**src/rtl/rdh_pkg.sv**
```systemverilog
package rdh_pkg;

    localparam int NSIG      = 4;
    localparam int IDX_PHASE = 0;
    localparam int IDX_LATCH = 1;
    localparam int IDX_DREQ  = 2;
    localparam int IDX_BACK  = 3;

    typedef struct packed {
        logic back;
        logic dreq;
        logic latch;
        logic phase;
    } ctl_state_t;

    typedef struct packed {
        logic set;
        logic clr;
    } sr_pair_t;

    function automatic logic sr_next(input logic cur, input sr_pair_t t);
        return t.set | (cur & ~t.clr);
    endfunction

endpackage

```
**src/rtl/rdh_cover.sv**
```systemverilog
module rdh_cover
    import rdh_pkg::*;
(
    input  ctl_state_t                st,
    input  logic                      bus_req,
    input  logic                      dev_ack,
    output sr_pair_t [NSIG-1:0]       cov
);
    always_comb begin
        cov[IDX_PHASE].set = bus_req & ~dev_ack;
        cov[IDX_PHASE].clr = ~bus_req;

        cov[IDX_LATCH].set = dev_ack & st.phase;
        cov[IDX_LATCH].clr = ~dev_ack | ~st.phase;

        cov[IDX_DREQ].set  = st.phase;
        cov[IDX_DREQ].clr  = ~st.phase & ~st.latch;

        cov[IDX_BACK].set  = st.latch;
        cov[IDX_BACK].clr  = ~st.latch;
    end
endmodule

```
**src/rtl/rdh_sr_cell.sv**
```systemverilog
module rdh_sr_cell
    import rdh_pkg::*;
#(
    parameter logic RST_VAL = 1'b0
) (
    input  logic     clk,
    input  logic     rst,
    input  sr_pair_t term,
    output logic     q
);
    always_ff @(posedge clk) begin
        if (rst) q <= RST_VAL;
        else     q <= sr_next(q, term);
    end
endmodule

```
**src/rtl/rd_handshake_ctrl.sv**
```systemverilog
module rd_handshake_ctrl
    import rdh_pkg::*;
(
    input  logic clk,
    input  logic rst,
    input  logic bus_req,
    input  logic dev_ack,
    output logic bus_ack,
    output logic dev_req,
    output logic latch_en
);
    logic [NSIG-1:0]      q_vec;
    ctl_state_t           st;
    sr_pair_t [NSIG-1:0]  cov;
    logic                 phase_q;

    assign st      = q_vec;
    assign phase_q = st.phase;

    rdh_cover u_cover (
        .st      (st),
        .bus_req (bus_req),
        .dev_ack (dev_ack),
        .cov     (cov)
    );

    for (genvar i = 0; i < NSIG; i++) begin : g_cell
        rdh_sr_cell #(.RST_VAL(1'b0)) u_cell (
            .clk  (clk),
            .rst  (rst),
            .term (cov[i]),
            .q    (q_vec[i])
        );
    end

    assign latch_en = st.latch;
    assign dev_req  = st.dreq;
    assign bus_ack  = st.back;
endmodule

```
**config.mk**
```make
export PLATFORM = sky130hd
export DESIGN_NAME = rd_handshake_ctrl
export DESIGN_NICKNAME = d
export VERILOG_FILES = /design/src/rtl/rdh_pkg.sv /design/src/rtl/rdh_cover.sv /design/src/rtl/rdh_sr_cell.sv /design/src/rtl/rd_handshake_ctrl.sv
export SDC_FILE = /design/constraint.sdc
export NUM_CORES = 1
export LEC_CHECK = 0
export ABC_CLOCK_PERIOD_IN_PS = 1400
export BUFFER_PORTS_ARGS = -buffer_cell sky130_fd_sc_hd__buf_2
export CORE_AREA = 2 2 39 41
export CTS_BUF_LIST = sky130_fd_sc_hd__clkbuf_4 sky130_fd_sc_hd__clkbuf_8
export CTS_CLUSTER_DIAMETER = 150
export DETAILED_ROUTE_END_ITERATION = 8
export DIE_AREA = 0 0 41 43
export PLACE_DENSITY = 0.3
export SLEW_MARGIN = 10
export SYNTH_ARGS = -nofsm -noshare
export SYNTH_HDL_FRONTEND = slang
export SYNTH_SLANG_ARGS = --single-unit
```
**constraint.sdc**
```tcl
create_clock -name clk -period 1.4 [get_ports clk]
set_clock_uncertainty 0.05 [all_clocks]
set_input_delay 0.28 -clock clk [delete_from_list [all_inputs] [get_ports clk]]
set_output_delay 0.28 -clock clk [all_outputs]
set_load 0.01 [all_outputs]
```
# == Yosys cells after proc, flatten, opt, wreduce, memory -nomap -nowiden ==
# Cells that the tools add are included.
# W data, S select, Z words.
# word_totals
wordCells,21
inputBits,4
regBits,4
latchBits,0
n_memories,0
ramBits,0
rom_bits,0
# classes
mul,0
n_bitwise,17
shift,0
div_mod_pow,0
reduce_logical,0
magnitude_cmp,0
addsub,0
eq_ne,0
muxes,0
# op_table
op,count
$and A1 B1 Y1,7
$not A1 Y1,5
$or A1 B1 Y1,5

# == Longest topological paths before layout ==
# depth
ltp_word,5
mapped_depth,2
depth_no_buf,2

# == Cells and area by module ==
# A second synthesis with hierarchy kept.
# hier_totals
cells_unflattened,24
area_unflattened_um2,201.4
# modules_own_cells
mod,n_inst,seq_area_each_um2,cells_each,area_per_inst_um2
rdh_sr_cell,4,20.0,4,38.8
rdh_cover,1,0.0,8,46.3

# == Worst setup path before layout ==
# No wires, ideal clock.
# synth_timing
path_kind,flip-flop to output port
from,reg g_cell[1].u_cell.q
to,out latch_en
arrival_ns,0.356
t_required_ns,1.070
path_slack_ns,0.714
path_stages_with_launch,1
cell_sequence,dfxtp_1
# synth_lines
item,line_no,rtl
from (decl),rdh_sr_cell.sv:9,output logic q
from (signal assigned),rdh_sr_cell.sv:13,"else q <= sr_next(q, term);"
to (decl),rd_handshake_ctrl.sv:10,output logic latch_en
# No word-level cell between the ends.

# == Worst setup path in the final report ==
# layout_timing
from,reg g_cell[1].u_cell.q
to,out latch_en
# No word-level cell between the ends.

==> metrics.md <==
| Metric | Value |
|---|---|
| DIE AREA | 0.00176 sq mm |
| Worst path bufs/invs | 1 |
| Critical R2R Capture | g_cell[0].u_cell.q |
| DR vias | between 100 and 150 |
| H-tree Lvls | 1 |
| Cells after synthesis | 10 |
| Crit path max-delay family | flip-flops |
| Max Buffers Root-to-Sink | 2 |
| Ranking of synthesized cells by area | dfxtp_1, nor2b_1, nor3b_2 |
| Reg2Reg Depth | 2 |
| Crit end category | output port |
| Initial DRC Count | 0 |
| Max Clk Rate | around 0.97 GHz |
| Yosys warnings | 0 |
| Flop-to-flop setup slack | between 0.7 and 0.8 ns |
| Max reg flops | 4 |
| Final TNS setup | 0 ns |
| Initial antenna violation count | 0 |
| CP Launch Type | flop |
| Register with the most flip-flops | g_cell.u_cell.q |
| Reg2reg start | g_cell[0].u_cell.q |
| Register area share after synthesis | 0.653 |
| Multi-input gate area | 42.5 sq um |
| Commonest non-fill, non-tap cell in the layout | buf_2 |
| Min cycle time layout | between 1 and 1.5 ns |
| Final core occ | 0.141 |
| Maximum fanout along the worst path | 3 |
| First-pass GRT wire length | ~340 microns |
| Hold Crit Class | input port to flop |
| Synthesized area per cell | 12.3 sq um |
| Post-synth top area share | 0.653 |
| Hold_sp | rst |
| Static Leak | 0.0930 nW |
| Root Driver | clkbuf_4 |
| CTS tree | yes |
| Port Buffer Count | 6 |
| Largest registers | g_cell.u_cell.q: 4 flops |
| Hold_buf cts | 0 |
| RSZ-0062 raised after global routing | false |
| Outcome | finished clean |
| Leading area contributor after synthesis | dfxtp_1 |
| Hold EP | g_cell[2].u_cell.q |
| Worst Max-Slew Pin Slew | 0.131 ns |
| Netlist cell types | 6 |
| Sequential cell area | roughly 80 sq um |
| Grt total ovfl | 0 |
| ANT cells | 0 |
| Mapped Area | between 100 and 150 sq um |
| FF+latch count, synth | 4 |
| PD cells | about 1400 mW/mm^2 |
| DR WL/cell | between 6 and 7 microns |
| Share of cells above drive strength 1 | 0.526 |
| Max_cap viols | 0 |
| Crit-path cells | buf_2 |
| Hold Path Stages | 2 |
| DR DRC count | 0 |
| Initial Util | 0.0886 |
| Vias in the first global route | 97 |
| Arr. time, crit path | about 0.70 ns |
| Vias per cell | between 2 and 3 |
| Pin count of the biggest net entering global routing | 5 |
| Placeable Area | roughly 0.0014 sq mm |
| CP required | around 1.1 ns |
| Final ANT Viol Nets | 0 |
| Pins Over Slew Limit | 0 |
| Normalized max-slew margin | 0.913 |
| RePlAce Congestion | around 0.47 |
| Initial DRT Pass Iterations | 1 |
| Slowest cell on the critical path | dfxtp_1 |
| NumNets Final | 25 |
| Setup Crit Path Kind | flop to output port |
| Setup Fix Bufs, Post-CTS | 0 |
| Setup Viol. Count Final | 0 |
| Die Ht | between 40 and 50 microns |
| Mapped Nets | 14 |
| Delay of the slowest critical-path stage | ~0.34 ns |
| Final worst-path cycle share | 0.739 |
| Area grow syn2layout | 59.2% |
| Routed WL | about 240 microns |
| Num ports | 7 |
| CTS sink cnt | 4 |
| Layout fillers | 150 |
| CTS Buf Count | 3 |
| CTS resizes | 0 |
| GRT Util Overall | 0.0341 |
| Die X-Extent | roughly 40 microns |
| Clk_lat worst skew | ~0.23 ns |
| Most frequent cells in the layout | buf_2, dfxtp_1, clkbuf_4 |
| Worst VDD drop | 0.000223 V |
| Row Count | 14 |
| Clock-pin slew on the worst setup and hold paths | ~0.04 ns |
| Hold Fails Final Rpt | 0 |
[metrics by stage]
stage	instance area, sq um	worst slack (ns)	power (W)	std cells	hold WS [ns]
floorplan	123	0.714	0.000127	10	0.300
global placement	173	0.616	0.000135	32	0.423
detailed placement	173	0.612	0.000135	32	0.422
CTS	195	0.369	0.000281	35	0.208
global route	195	0.339	0.000294	35	0.212
finish	195	0.366	0.000274	35	0.217
[Yosys cell counts]
library cell and n:
dfxtp_1 4, nor2b_1 2, a21oi_1 1, and3b_1 1
nor2_1 1, nor3b_2 1
[worst max path at each step]
stage,startpoint,end,slack (ns),cells after the start
final,g_cell[1].u_cell.q,latch_en,0.37,1
after detailed placement,dev_ack,g_cell[0].u_cell.q,0.61,3
after global routing,g_cell[2].u_cell.q,dev_req,0.34,1
after CTS,g_cell[1].u_cell.q,latch_en,0.37,1
after global placement,g_cell[1].u_cell.q,latch_en,0.62,1
after floorplan,g_cell[1].u_cell.q,latch_en,0.71,0
[per-layer routing]
metal | share of wire | up-vias | track usage
met4 | 0 | 0 | 0.0200
li1 | - | 52 | -
met5 | 0 | - | 0
met3 | 0.16 | 0 | 0.0471
met2 | 0.32 | 8 | 0.0344
met1 | 0.51 | 41 | 0.0351
[final cells by class]
class                           instances  area share
Clock buffer                            3       0.115
Timing Repair Buffer                    6       0.154
Tap cell                               16       0.103
Sequential cell                         4       0.410
Multi-Input combinational cell          6       0.218
[power breakdown]
part | leakage [nW] | total [W] | internal, W | switching [W]
Combinational | 0.0466 | 0.0000136 | 0.00000754 | 0.00000603
Sequential | 0.0326 | 0.000120 | 0.000118 | 0.00000193
Clock | 0.0138 | 0.000141 | 0.0000957 | 0.0000450
[kinds of logic after synthesis]
kind of cell,after synthesis,synth area share
compound gates,1,0.0408
flops,4,0.653
simple gates,5,0.306
(Power assumes the default switching activity.)
